**config.mk**
```make
export PLATFORM = sky130hd
export DESIGN_NAME = memtest_seq
export DESIGN_NICKNAME = d
export VERILOG_FILES = /design/src/rtl/memtest_pkg.sv /design/src/rtl/memtest_pattern.sv /design/src/rtl/memtest_ctrl.sv /design/src/rtl/memtest_result.sv /design/src/rtl/memtest_seq.sv
export SDC_FILE = /design/constraint.sdc
export NUM_CORES = 1
export LEC_CHECK = 0
export ABC_AREA = 1
export BUFFER_PORTS_ARGS = -buffer_cell sky130_fd_sc_hd__buf_2
export CAP_MARGIN = 20
export CORE_MARGIN = 3
export CORE_UTILIZATION = 45
export CTS_BUF_LIST = sky130_fd_sc_hd__clkbuf_2 sky130_fd_sc_hd__clkbuf_4 sky130_fd_sc_hd__clkbuf_8
export DETAILED_ROUTE_END_ITERATION = 10
export PLACE_DENSITY = 0.81
export SETUP_SLACK_MARGIN = 0.05
export SLEW_MARGIN = 15
export SYNTH_ARGS = -nofsm -noshare
export SYNTH_HDL_FRONTEND = slang
export SYNTH_SLANG_ARGS = --single-unit
```
**constraint.sdc**
```tcl
create_clock -name clk_i -period 3.2 [get_ports clk_i]
set_input_delay 0.32 -clock clk_i [delete_from_list [all_inputs] [get_ports clk_i]]
set_output_delay 0.32 -clock clk_i [all_outputs]
set_load 0.05 [all_outputs]
```
**src/rtl/memtest_pkg.sv**
```systemverilog
package memtest_pkg;

  typedef enum logic [1:0] {
    PH_NONE = 2'd0,
    PH_DATA = 2'd1,
    PH_ADDR = 2'd2,
    PH_CELL = 2'd3
  } phase_e;

  typedef enum logic [1:0] {
    ST_IDLE   = 2'd0,
    ST_SETUP  = 2'd1,
    ST_SAMPLE = 2'd2,
    ST_DONE   = 2'd3
  } state_e;

endpackage

```
**src/rtl/memtest_pattern.sv**
```systemverilog
module memtest_pattern
  import memtest_pkg::*;
#(
  parameter int ADDR_W = 4,
  parameter int DATA_W = 8,
  parameter int STEP_W = 6,
  parameter logic [ADDR_W-1:0] DB_ADDR = '0,
  parameter logic [DATA_W-1:0] PROBE_PAT = {(DATA_W/2){2'b10}}
) (
  input  phase_e              phase_i,
  input  logic [STEP_W-1:0]   step_i,
  output logic                is_write_o,
  output logic [ADDR_W-1:0]   addr_o,
  output logic [DATA_W-1:0]   data_o,
  output logic                last_o
);
  localparam int DEPTH = 1 << ADDR_W;

  always_comb begin
    int s, q, a, k;
    logic [DATA_W-1:0] v;
    s = int'(step_i);
    q = s / DEPTH;
    a = s % DEPTH;
    k = s - ADDR_W - 1;
    v = DATA_W'(a + 1);
    is_write_o = 1'b0;
    addr_o     = '0;
    data_o     = '0;
    last_o     = 1'b0;
    unique case (phase_i)
      PH_DATA: begin
        is_write_o = (s % 2) == 0;
        addr_o     = DB_ADDR;
        data_o     = DATA_W'(1) << (s / 2);
        last_o     = s == 2 * DATA_W - 1;
      end
      PH_ADDR: begin
        if (s < ADDR_W) begin
          is_write_o = 1'b1;
          addr_o     = ADDR_W'(1) << s;
          data_o     = PROBE_PAT;
        end else if (s == ADDR_W) begin
          is_write_o = 1'b1;
          data_o     = ~PROBE_PAT;
        end else if (s <= 2 * ADDR_W) begin
          addr_o     = ADDR_W'(1) << k;
          data_o     = PROBE_PAT;
        end else begin
          data_o     = ~PROBE_PAT;
        end
        last_o = s == 2 * ADDR_W + 1;
      end
      PH_CELL: begin
        is_write_o = (q % 2) == 0;
        addr_o     = ADDR_W'(a);
        data_o     = (q >= 2) ? ~v : v;
        last_o     = s == 4 * DEPTH - 1;
      end
      default: ;
    endcase
  end
endmodule

```
**src/rtl/memtest_ctrl.sv**
```systemverilog
module memtest_ctrl
  import memtest_pkg::*;
#(
  parameter int STEP_W = 6
) (
  input  logic              clk_i,
  input  logic              rst_ni,
  input  logic              start_i,
  input  logic              last_i,
  input  logic              mismatch_i,
  output phase_e            phase_o,
  output logic [STEP_W-1:0] step_o,
  output state_e            state_o,
  output logic              accept_o
);
  state_e            state_q;
  phase_e            phase_q;
  logic [STEP_W-1:0] step_q;

  assign accept_o = start_i && (state_q == ST_IDLE || state_q == ST_DONE);

  always_ff @(posedge clk_i or negedge rst_ni) begin
    if (!rst_ni) begin
      state_q <= ST_IDLE;
      phase_q <= PH_NONE;
      step_q  <= '0;
    end else begin
      unique case (state_q)
        ST_IDLE, ST_DONE: begin
          if (accept_o) begin
            state_q <= ST_SETUP;
            phase_q <= PH_DATA;
            step_q  <= '0;
          end
        end
        ST_SETUP: state_q <= ST_SAMPLE;
        ST_SAMPLE: begin
          if (mismatch_i) begin
            state_q <= ST_DONE;
          end else if (last_i) begin
            step_q <= '0;
            unique case (phase_q)
              PH_DATA: begin phase_q <= PH_ADDR; state_q <= ST_SETUP; end
              PH_ADDR: begin phase_q <= PH_CELL; state_q <= ST_SETUP; end
              default: state_q <= ST_DONE;
            endcase
          end else begin
            step_q  <= step_q + 1'b1;
            state_q <= ST_SETUP;
          end
        end
        default: state_q <= ST_IDLE;
      endcase
    end
  end

  assign phase_o = phase_q;
  assign step_o  = step_q;
  assign state_o = state_q;
endmodule

```
**src/rtl/memtest_result.sv**
```systemverilog
module memtest_result
  import memtest_pkg::*;
#(
  parameter int ADDR_W = 4,
  parameter int DATA_W = 8
) (
  input  logic              clk_i,
  input  logic              rst_ni,
  input  logic              clear_i,
  input  logic              sample_i,
  input  phase_e            phase_i,
  input  logic [ADDR_W-1:0] addr_i,
  input  logic [DATA_W-1:0] exp_i,
  input  logic [DATA_W-1:0] act_i,
  output logic              mismatch_o,
  output logic              fail_o,
  output logic [1:0]        phase_o,
  output logic [ADDR_W-1:0] addr_o,
  output logic [DATA_W-1:0] exp_o,
  output logic [DATA_W-1:0] act_o
);
  assign mismatch_o = sample_i && (act_i != exp_i);

  always_ff @(posedge clk_i or negedge rst_ni) begin
    if (!rst_ni) begin
      fail_o  <= 1'b0;
      phase_o <= '0;
      addr_o  <= '0;
      exp_o   <= '0;
      act_o   <= '0;
    end else if (clear_i) begin
      fail_o  <= 1'b0;
      phase_o <= '0;
      addr_o  <= '0;
      exp_o   <= '0;
      act_o   <= '0;
    end else if (mismatch_o) begin
      fail_o  <= 1'b1;
      phase_o <= phase_i;
      addr_o  <= addr_i;
      exp_o   <= exp_i;
      act_o   <= act_i;
    end
  end
endmodule

```
**src/rtl/memtest_seq.sv**
```systemverilog
module memtest_seq
  import memtest_pkg::*;
#(
  parameter int ADDR_W = 4,
  parameter int DATA_W = 8
) (
  input  logic              clk_i,
  input  logic              rst_ni,
  input  logic              start_i,
  output logic [ADDR_W-1:0] mem_addr_o,
  output logic [DATA_W-1:0] mem_wdata_o,
  output logic              mem_we_o,
  output logic              mem_re_o,
  input  logic [DATA_W-1:0] mem_rdata_i,
  output logic              busy_o,
  output logic              done_o,
  output logic              fail_o,
  output logic [1:0]        fail_phase_o,
  output logic [ADDR_W-1:0] fail_addr_o,
  output logic [DATA_W-1:0] fail_exp_o,
  output logic [DATA_W-1:0] fail_act_o
);
  localparam int DEPTH     = 1 << ADDR_W;
  localparam int DB_STEPS  = 2 * DATA_W;
  localparam int AB_STEPS  = 2 * ADDR_W + 2;
  localparam int DV_STEPS  = 4 * DEPTH;
  localparam int MAX_A     = (DB_STEPS > AB_STEPS) ? DB_STEPS : AB_STEPS;
  localparam int MAX_STEPS = (MAX_A > DV_STEPS) ? MAX_A : DV_STEPS;
  localparam int STEP_W    = $clog2(MAX_STEPS);

  phase_e            phase;
  state_e            state;
  logic [STEP_W-1:0] step;
  logic              accept, last, mismatch, is_write;
  logic [ADDR_W-1:0] pat_addr;
  logic [DATA_W-1:0] pat_data;

  memtest_ctrl #(.STEP_W(STEP_W)) i_ctrl (
    .clk_i     (clk_i),
    .rst_ni    (rst_ni),
    .start_i   (start_i),
    .last_i    (last),
    .mismatch_i(mismatch),
    .phase_o   (phase),
    .step_o    (step),
    .state_o   (state),
    .accept_o  (accept)
  );

  memtest_pattern #(.ADDR_W(ADDR_W), .DATA_W(DATA_W), .STEP_W(STEP_W)) i_pattern (
    .phase_i   (phase),
    .step_i    (step),
    .is_write_o(is_write),
    .addr_o    (pat_addr),
    .data_o    (pat_data),
    .last_o    (last)
  );

  memtest_result #(.ADDR_W(ADDR_W), .DATA_W(DATA_W)) i_result (
    .clk_i     (clk_i),
    .rst_ni    (rst_ni),
    .clear_i   (accept),
    .sample_i  (state == ST_SAMPLE && !is_write),
    .phase_i   (phase),
    .addr_i    (pat_addr),
    .exp_i     (pat_data),
    .act_i     (mem_rdata_i),
    .mismatch_o(mismatch),
    .fail_o    (fail_o),
    .phase_o   (fail_phase_o),
    .addr_o    (fail_addr_o),
    .exp_o     (fail_exp_o),
    .act_o     (fail_act_o)
  );

  assign busy_o      = (state == ST_SETUP) || (state == ST_SAMPLE);
  assign done_o      = state == ST_DONE;
  assign mem_addr_o  = busy_o ? pat_addr : '0;
  assign mem_wdata_o = (busy_o && is_write) ? pat_data : '0;
  assign mem_we_o    = (state == ST_SETUP) && is_write;
  assign mem_re_o    = (state == ST_SETUP) && !is_write;
endmodule

```
# Yosys cells after proc, flatten, opt, wreduce, memory -nomap -nowiden
# Index checks and enable logic that the tools add are counted.
totals:
  regBits: 33
  input_bits: 11
  output_inout_bits: 39
  wordCells: 90
classes:
  n_addsub: 4
  order_cmp: 3
  n_eq_ne: 15
  shift: 3
  muxes: 38
  n_bitwise: 1
  reduce_logical: 18
ops:
  columns: ["operator", "count"]
  rows:
  - ["8-bit two-way mux", 9]
  - ["32-bit zero test", 2]
  - ["1-bit by 32-bit << shifter with 4-bit output, first input constant", 1]
  - ["32-bit by 2-bit subtractor with 32-bit output, second input constant", 1]
  - ["4-bit two-way mux", 6]
  - ["8-bit case mux with 3 select lines", 1]
  - ["6-bit two-way mux", 3]
  - ["2-bit two-way mux", 8]
  - ["6-bit by 5-bit == test with 1-bit output, second input constant", 2]
  - ["6-bit case mux with 2 select lines", 1]
  - ["2-bit == test, second input constant", 4]
  - ["8-bit inequality test", 1]
  - ["8-bit inverter", 1]
  - ["2-bit case mux with 2 select lines", 2]
  - ["4-bit case mux with 2 select lines", 1]
  - ["1-bit by 5-bit << shifter with 8-bit output, first input constant", 1]
  - ["6-bit by 3-bit subtractor with 7-bit output, second input constant", 1]
  - ["6-bit by 1-bit adder with 6-bit output, second input constant", 1]
  - ["6-bit by 1-bit == test with 1-bit output, second input constant", 1]
  - ["6-bit by 4-bit == test with 1-bit output, second input constant", 1]
  - ["6-bit by 4-bit <= comparator with 1-bit output, second input constant", 1]
  - ["1-bit logical AND", 6]
  - ["6-bit by 3-bit < comparator with 1-bit output, second input constant", 1]
  - ["1-bit case mux with 3 select lines", 2]
  - ["16 further kinds", 24]

# Longest topological paths before layout
# Gate-level depths: netlist (run 1).
logic_depth:
  depth_word: 9
  ltp_mapped: 21
  ltp_nobuf: 19

# Modules after synthesis
# Synthesis (run 1) repeated with hierarchy kept, for this count alone.
hier_totals:
  hier_cells: 397
  area_unflattened_um2: 2753.9
by_module_without_submodules:
  columns: ["mod", "instances", "cells_each", "area_each_um2", "seq_area_each_um2"]
  rows:
  - ["memtest_result", 1, 135, 1176.1, 575.6]
  - ["memtest_pattern", 1, 151, 770.7, 0.0]
  - ["memtest_ctrl", 1, 74, 634.4, 250.2]
  - ["memtest_seq", 1, 37, 172.7, 0.0]

# Worst setup path after synthesis (run 1)
# OpenSTA, ideal clock, no wires.
synth_path:
  path_type: "reg2out"
  start: "register i_ctrl.step_q[2] (netlist: i_ctrl.step_o[2])"
  end: "output port mem_addr_o[3]"
  arrival_ps: 3396
  required_time_ps: 2880
  setup_slack_ps: -516
  stages_incl_launch_ff: 18
  path_buffers: 1
  cell_sequence: "dfrtp_1 buf_4 inv_2 ha_1 xnor2_1 inv_1 nor2_1 nand2_1 ha_1 nor3_1 nand3_1 nor2_1 nand3b_1 nor3_1 nand3_1 o31ai_1 nand2_1 a21oi_1"
synth_via:
  elab_chain_len: 8
  word_cells_on_any_way: 12
  cone_classes: "add/sub (2); order compare (2); eq/ne (1); shift (2); mux (5)"
synth_lines:
  columns: ["element", "line_no", "source"]
  rows:
  - ["start: declaration", "memtest_ctrl.sv:18", "logic [STEP_W-1:0] step_q;"]
  - ["start signal: assignment", "memtest_ctrl.sv:48", "step_q <= step_q + 1'b1;"]
  - ["6-bit by 3-bit subtractor with 7-bit output", "memtest_pattern.sv:25", "k = s - ADDR_W - 1;"]
  - ["32-bit by 2-bit subtractor with 32-bit output", "memtest_pattern.sv:25", null]
  - ["1-bit by 32-bit << shifter with 4-bit output", "memtest_pattern.sv:47", "addr_o = ADDR_W'(1) << k;"]
  - ["4-bit two-way mux", "memtest_pattern.sv:46", "end else if (s <= 2 * ADDR_W) begin"]
  - ["4-bit two-way mux", "memtest_pattern.sv:43", "end else if (s == ADDR_W) begin"]
  - ["4-bit two-way mux *", "memtest_pattern.sv:39", "if (s < ADDR_W) begin"]
  - ["4-bit case mux with 2 select lines *", "memtest_pattern.sv:31", "unique case (phase_i)"]
  - ["4-bit two-way mux *", "memtest_seq.sv:78", "assign mem_addr_o = busy_o ? pat_addr : '0;"]
  - ["end: declaration", "memtest_seq.sv:10", "output logic [ADDR_W-1:0] mem_addr_o,"]
# Every way passes the cells marked *; elsewhere a longest branch is shown, timed or not.

# Final worst setup path (run 1)
layout_path:
  start: "register i_ctrl.step_q[4] (netlist: i_ctrl.step_o[4])"
  end: "output port mem_addr_o[2]"
# Same word-level chain as after synthesis.

==> qor.txt, run 1 <==
DRT antenna net count -> 0
Post-Syn Area -> 2740 sq um
RSZ-0062 raised after global routing -> yes
Largest area contributor in the netlist -> dfrtp_1
TritonRoute pass-1 iters -> 6
DR iter-0 viols -> 156
DRC Markers -> 0
Clk_skew -> 0.00841 ns
H-tree depth -> 2
Syn nets -> 412
Clock Tree Buf Depth -> 2
Layout area overhead -> 24.6%
Largest net degree at the start of global routing -> 34
Die Span X -> 84.0 microns
CP Class -> flop to primary output
Worst Hold Margin -> 0.110 ns
Dpl hpwl -> 5540 microns
Crit start category -> flop
Max Fclk -> 0.292 GHz
Post-synth EDFFs -> 0
Total GRT Usage -> 0.219
IO Port Bufs -> 49
Final Critical Period -> 3.43 ns
First-pass GRT wire length -> 12700 microns
Place WS -> -0.100 ns
Via density -> 5.22
CTS tree -> yes
Worst-path clk slew -> 0.07 ns
Layout Nets -> 481
Synthesis Warnings -> 0
Final Hold Viols -> 0
Critical path required time -> 2.88 ns
Clock Latency Late Sink -> 0.29 ns
Max_cap viols -> 0
Grt met2 use -> 0.357
Antenna cells -> 0
Crit end category -> primary output
CTS sink cnt -> 33
I/O pin count -> 50
Total grt overflow -> 0
Setup violations, final -> 4
Met1 usage -> 0.293
Core Footprint -> 5710 sq um
Initial Utilization -> 0.479
Mean Syn Cell Area -> 7.26 sq um
Worst rel slew slack -> 0.472
Least-Margin Pin Slew -> 0.792 ns
Mapped Cells -> 377
Pleak -> 0.00178 uW
Pwr dens -> 847 nW/um^2
Busiest grt layer -> met2
Period utilisation layout -> 1.07
Final Wtd Congestion -> 0.974
Site Rows -> 27
Violated checks -> negative setup slack
Seq/Total Area, Yosys -> 0.302
Main synth FF type -> dfrtp_1
Die area -> 7050 sq um
Final max-slew violation count -> 0
Vias in the first global route -> 2680
Share of the synthesized area in the top cell type -> 0.302
Drt wl/cell -> 14.4 microns
Worst IR Drop VDD -> 909 uV
Setup WS post-layout -> -0.225 ns
Flops & latches, synth -> 33
Final core utilization -> 0.597
Synth area leaders -> dfrtp_1, nand2_1, ha_1
CP arrival -> 3.11 ns
Via Count -> 2707
Layout cells sized above 1 -> 0.338
TritonCTS buffer count -> 5
Initial antenna violation count -> 0
Synth unique cells -> 39
Die H -> 84.0 microns
Met3 Use GR -> 0.0336
HP Class -> input port to asynchronous set/reset pin
Final wirelength -> 7490 microns
Post-synthesis async set-or-reset flop share -> 1.00
Root Driver -> clkbuf_8
Status -> finished with violations
CP max FO -> 6
[sequential cells by signal, summed over array words and instances (netlist names)]
register and count:
i_result.exp_o 8, i_ctrl.phase_o 2, i_ctrl.step_o 6, i_ctrl.state_o 2, i_result.phase_o 2, i_result.addr_o 4, i_result.fail_o 1, i_result.act_o 8
[final timing paths]
kind / cells after the start / end / slack [ns] / startpoint
max: 15 / mem_addr_o[2] / -0.23 / i_ctrl.step_o[4]$_DFFE_PN0P_
max in group asynchronous: 1 / i_ctrl.step_o[4]$_DFFE_PN0P_ / 2.55 / rst_ni
min reg2reg: 2 / i_result.fail_o$_DFFE_PN0P_ / 0.47 / i_result.fail_o$_DFFE_PN0P_
min: 1 / i_ctrl.step_o[2]$_DFFE_PN0P_ / 0.11 / rst_ni
min in group clk_i: 3 / i_result.act_o[4]$_DFFE_PN0P_ / 0.31 / mem_rdata_i[4]
max reg2reg: 17 / i_result.addr_o[3]$_DFFE_PN0P_ / 0.24 / i_ctrl.step_o[4]$_DFFE_PN0P_
[per-layer routing]
| metal | up-vias | part of all wire |
|---|---|---|
| met2 | 92 | 0.48 |
| met4 | 0 | 0.020 |
| met3 | 14 | 0.056 |
| li1 | 1363 | - |
| met5 | - | 0 |
| met1 | 1238 | 0.45 |
[cells by family after synthesis]
group,share of synthesized area
compound gates,0.113
fa+ha+maj,0.110
xor+xnor,0.0128
flops,0.302
buf+inv,0.0928
simple gates,0.370
[cell usage in the layout, fill, tap and decap left out, types with 2 or more instances in the layout]
cell	n
a21oi_4	4
ha_1	21
nand2_2	21
nand4_1	3
clkinv_2	2
buf_2	45
o21ai_0	12
o22ai_1	3
a21oi_1	3
nand2_1	106
inv_1	32
nor2_1	29
dfrtp_1	32
clkinv_1	2
buf_6	5
ha_4	3
clkbuf_8	5
nor2_2	4
inv_2	6
buf_4	22
nor3_2	2
xor2_1	3
o21ai_1	3
nor3_1	7
nor2_4	2
o21ai_2	15
o31ai_1	2
nand3_1	33
nand3_2	4
[synth_stat cells, drive strengths merged, types with 2 or more instances]
| library cell | instances |
|---|---|
| o21ai | 30 |
| nand3 | 38 |
| dfrtp | 33 |
| or2 | 2 |
| xor2 | 3 |
| a21oi | 8 |
| nand4 | 3 |
| o31ai | 2 |
| clkinv | 2 |
| clkbuf | 2 |
| ha | 24 |
| inv | 39 |
| nor3 | 10 |
| nor2 | 35 |
| buf | 8 |
| o22ai | 3 |
| nand2 | 129 |
[critical path: stages, from the launching register on]
cell and delay, ns:
dfrtp_2 0.45, buf_4 0.17, xnor2_4 0.18, inv_2 0.07, nor2_4 0.16, nand2_1 0.08
ha_1 0.29, nor3_2 0.18, nand4_1 0.09, nand3b_1 0.21, nor3_4 0.26, nand3_1 0.10
o31ai_1 0.08, nand2_1 0.15, a21oi_4 0.17, buf_6 0.17
[per-stage QoR]
| stage | cell area [sq um] | cells | setup TNS [ns] | total power, uW |
|---|---|---|---|---|
| 3_5_place_dp | 3120 | 500 | -0.213 | 2550 |
| 2_1_floorplan | 2790 | 377 | 0 | 2220 |
| 5_1_grt | 3410 | 519 | -1.51 | 3090 |
| 6_report | 3410 | 519 | -0.664 | 2890 |
| 3_3_place_gp | 3120 | 500 | 0 | 2510 |
| 4_1_cts | 3330 | 515 | -0.500 | 2890 |
[power breakdown]
part,total [uW],internal [uW],switching (uW)
clock,320,159,160
combinational,1940,477,1460
sequential,629,547,83.0
[area by class of cell]
cell class              count  area [sq um]
clock inverters             2          10.0
clock buffers               6          76.3
well taps                  72          90.1
multi-input cells         293          1800
flip-flops and latches     33           827
inverters                  41           159
fillers                   530          2300
repair buffers             72           447
[repair_timing]
item,in CTS,in global routing
hold buffers,0,0
setup buffers,7,4
endpoints found under the setup margin,4,5
gates cloned,0,0
gates resized for setup,20,7
pin swaps,3,8
No activity file was read; power rests on OpenSTA's default activity.
==> run 2, diff against run 1 <==
Settings changed: ABC_AREA 1 to not set, GPL_TIMING_DRIVEN set to 0, PLACE_DENSITY 0.81 to 0.79.
Clock period 3.2 ns to 3.8 ns, I/O delays scaled along.
==> qor.txt, run 2 <==
Pwr dens -> 540 nW/um^2 (was 847 nW/um^2)
Layout Cells excl Fill -> 470 (was 519)
TritonRoute pass-1 iters -> 5 (was 6)
Drt wl/cell -> 17.2 microns (was 14.4 microns)
Final Hold Viols -> 0 (unchanged)
TritonCTS buffer count -> 5 (unchanged)
Die H -> 84.8 microns (was 84.0 microns)
DRC Markers -> 0 (unchanged)
Clock Latency Late Sink -> 0.29 ns (about the same)
Via Count -> 2858 (was 2707)
Synthesis Warnings -> 0 (unchanged)
Via density -> 6.08 (was 5.22)
Largest area contributor in the netlist -> dfrtp_1 (unchanged)
Synth unique cells -> 64 (was 39)
Die area -> 7190 sq um (was 7050 sq um)
Critical path required time -> 3.42 ns (was 2.88 ns)
Count leader, synth -> dfrtp_1 (was nand2_1)
Final Wtd Congestion -> 0.967 (was 0.974)
Total GRT Usage -> 0.231 (was 0.219)
Total grt overflow -> 0 (unchanged)
Root Driver -> clkbuf_8 (unchanged)
Post-synth EDFFs -> 0 (unchanged)
Syn nets -> 363 (was 412)
Initial Utilization -> 0.469 (was 0.479)
Core Footprint -> 5960 sq um (was 5710 sq um)
Placed cell count -> 452 (was 500)
Post-Syn Area -> 2800 sq um (was 2740 sq um)
Least-Margin Pin Slew -> 0.804 ns (was 0.792 ns)
Flops & latches, synth -> 33 (unchanged)
Worst-path clk slew -> 0.08 ns (was 0.07 ns)
Clk_skew -> 0.0101 ns (was 0.00841 ns)
Main synth FF type -> dfrtp_1 (unchanged)
Max Fclk -> 0.240 GHz
Crit end category -> primary output (unchanged)
CP arrival -> 3.79 ns (was 3.11 ns)
Final Critical Period -> 4.17 ns
Mapped Cells -> 328 (was 377)
Post-synthesis async set-or-reset flop share -> 1.00 (unchanged)
Pleak -> 0.00154 uW (was 0.00178 uW)
H-tree depth -> 2 (unchanged)
Dpl hpwl -> 5890 microns (was 5540 microns)
CP max FO -> 6 (unchanged)
Setup WS post-layout -> -0.370 ns (was -0.225 ns)
Layout Nets -> 429 (was 481)
Post-synth top cells -> dfrtp_1, a21oi_1, ha_1, nand3_1 (was nand2_1, dfrtp_1, inv_1, nand3_1, nor2_1)
CP Class -> flop to primary output (unchanged)
Layout area overhead -> 26.9% (was 24.6%)
Vias in the first global route -> 2727 (was 2680)
Total power -> 1910 uW (was 2890 uW)
Leading cell types in the layout, fill and taps excluded -> buf_2, dfrtp_1, a21oi_1 (was nand2_1, buf_2, nand3_1)
Antenna cells -> 0 (unchanged)
CTS sink cnt -> 33 (unchanged)
Share of the synthesized area in the top cell type -> 0.295 (was 0.302)
Final wirelength -> 8100 microns (was 7490 microns)
CTS tree -> yes (unchanged)
Status -> finished with violations (unchanged)
Crit start category -> flop (unchanged)
Violated checks -> negative setup slack (unchanged)
HP Class -> input port to asynchronous set/reset pin (unchanged)
Max_cap viols -> 0 (unchanged)
DRT antenna net count -> 0 (unchanged)
First-pass GRT wire length -> 13700 microns (was 12700 microns)
Mean Syn Cell Area -> 8.52 sq um (was 7.26 sq um)
Worst rel slew slack -> 0.464 (was 0.472)
IO Port Bufs -> 49 (unchanged)
Seq/Total Area, Yosys -> 0.295 (was 0.302)
Commonest non-fill, non-tap cell in the layout -> buf_2 (was nand2_1)
I/O pin count -> 50 (unchanged)
Final max-slew violation count -> 0 (unchanged)
Initial antenna violation count -> 0 (unchanged)
Period utilisation layout -> 1.10
Worst IR Drop VDD -> 612 uV (was 909 uV)
Die Span X -> 84.8 microns (was 84.0 microns)
Clock Tree Buf Depth -> 2 (unchanged)
RSZ-0062 raised after global routing -> yes (unchanged)
Register-to-register path setup slack -> 0.17 ns (was 0.24 ns)
Synth area leaders -> dfrtp_1, ha_1, a21oi_1 (was dfrtp_1, nand2_1, ha_1)
Setup violations, final -> 4 (unchanged)
Layout cells sized above 1 -> 0.291 (was 0.338)
Site Rows -> 28 (was 27)
Largest net degree at the start of global routing -> 34 (unchanged)
DR iter-0 viols -> 348 (was 156)
==> run 2: cell types whose count changed after synthesis, moves of 11 or more <==
| cell | delta |
|---|---|
| a21oi_1 | +23 |
| clkbuf_1 | +11 |
| inv_1 | -18 |
| nand2_1 | -88 |
| nand2_2 | -17 |
| o21ai_2 | -14 |
==> run 2: power breakdown <==
group	switching, uW	internal (uW)	leakage [uW]
Combinational	821	276	0.00104
Clock	137	221	0.0000619
Sequential	40.4	419	0.000446
Total	998	917	0.00154
==> run 2: worst paths after layout <==
check / from / endpoint / cells past startpoint
hold / removal: rst_ni / i_ctrl.step_o[4]$_DFFE_PN0P_ / 1
hold reg to reg: i_result.fail_o$_DFFE_PN0P_ / i_result.fail_o$_DFFE_PN0P_ / 1
max in group asynchronous: rst_ni / i_ctrl.step_o[2]$_DFFE_PN0P_ / 1
min in group clk_i: mem_rdata_i[1] / i_result.act_o[1]$_DFFE_PN0P_ / 3
setup reg to reg: i_ctrl.step_o[3]$_DFFE_PN0P_ / i_result.addr_o[1]$_DFFE_PN0P_ / 17
setup / recovery: i_ctrl.step_o[3]$_DFFE_PN0P_ / mem_addr_o[0] / 17
==> run 2: repair_timing <==
item | CTS | global route
pin swaps | 8 | 7
hold buffers | 0 | 0
buffers inserted | 8 | 4
endpoints found under the hold margin | 0 | 0
resized for setup | 23 | 8
setup endpoints to repair | 7 | 31
==> run 2: layer usage <==
| layer | vias to the layer above | part of all wire | GRT usage |
|---|---|---|---|
| met1 | 1373 | 0.43 | 0.334 |
| met2 | 121 | 0.47 | 0.358 |
| met3 | 14 | 0.076 | 0.0369 |
| met5 | - | 0 | 0 |
| met4 | 0 | 0.016 | 0.0662 |
| li1 | 1350 | - | - |
==> run 2: layout make-up <==
class / instances / area (sq um)
Buffer: 22 / 140
Clock buffer: 7 / 90.1
Clock inverter: 1 / 30.0
Fill cell: 533 / 2410
Inverter: 15 / 60.1
Multi-Input combinational cell: 256 / 1930
Sequential cell: 33 / 827
Tap cell: 75 / 93.8
Timing Repair Buffer: 61 / 372
==> run 2: per-stage QoR <==
| stage | setup WS, ns | TNS (ns) | hold WS [ns] | area [sq um] | utilization |
|---|---|---|---|---|---|
| 2_1_floorplan | 0.0524 | 0 | 0.0844 | 2860 | - |
| 3_3_place_gp | -0.307 | -1.05 | 0.480 | 3190 | 0.536 |
| 3_5_place_dp | -0.377 | -1.33 | 0.483 | 3190 | 0.536 |
| 4_1_cts | -0.312 | -1.14 | 0.173 | 3470 | 0.583 |
| 5_1_grt | -0.515 | -2.00 | 0.196 | 3550 | 0.595 |
| 6_report | -0.370 | -1.41 | 0.142 | 3550 | 0.595 |
==> run 2: kinds of logic after synthesis <==
family,count (synthesis),synth area share
and+or+nand+nor,114,0.212
AOI/OAI and AO/OA,103,0.274
buffers and inverters,39,0.0631
DFF,33,0.295
adders and majority gates,24,0.107
xor gates and xnor gates,11,0.0345
muxes,4,0.0143
==> run 2: critical path, cell delays in order, from the launching register on <==
cell,delay (ns)
dfrtp_1,0.40
buf_6,0.14
clkbuf_16,0.14
nor3_1,0.32
nor3_2,0.06
a22o_2,0.28
buf_6,0.13
nand3_1,0.07
ha_1,0.14
nand2_1,0.05
or4_1,0.47
or4_4,0.57
nor2_4,0.11
nand3_1,0.09
o31ai_2,0.11
a22oi_2,0.12
nor2_4,0.15
buf_8,0.16
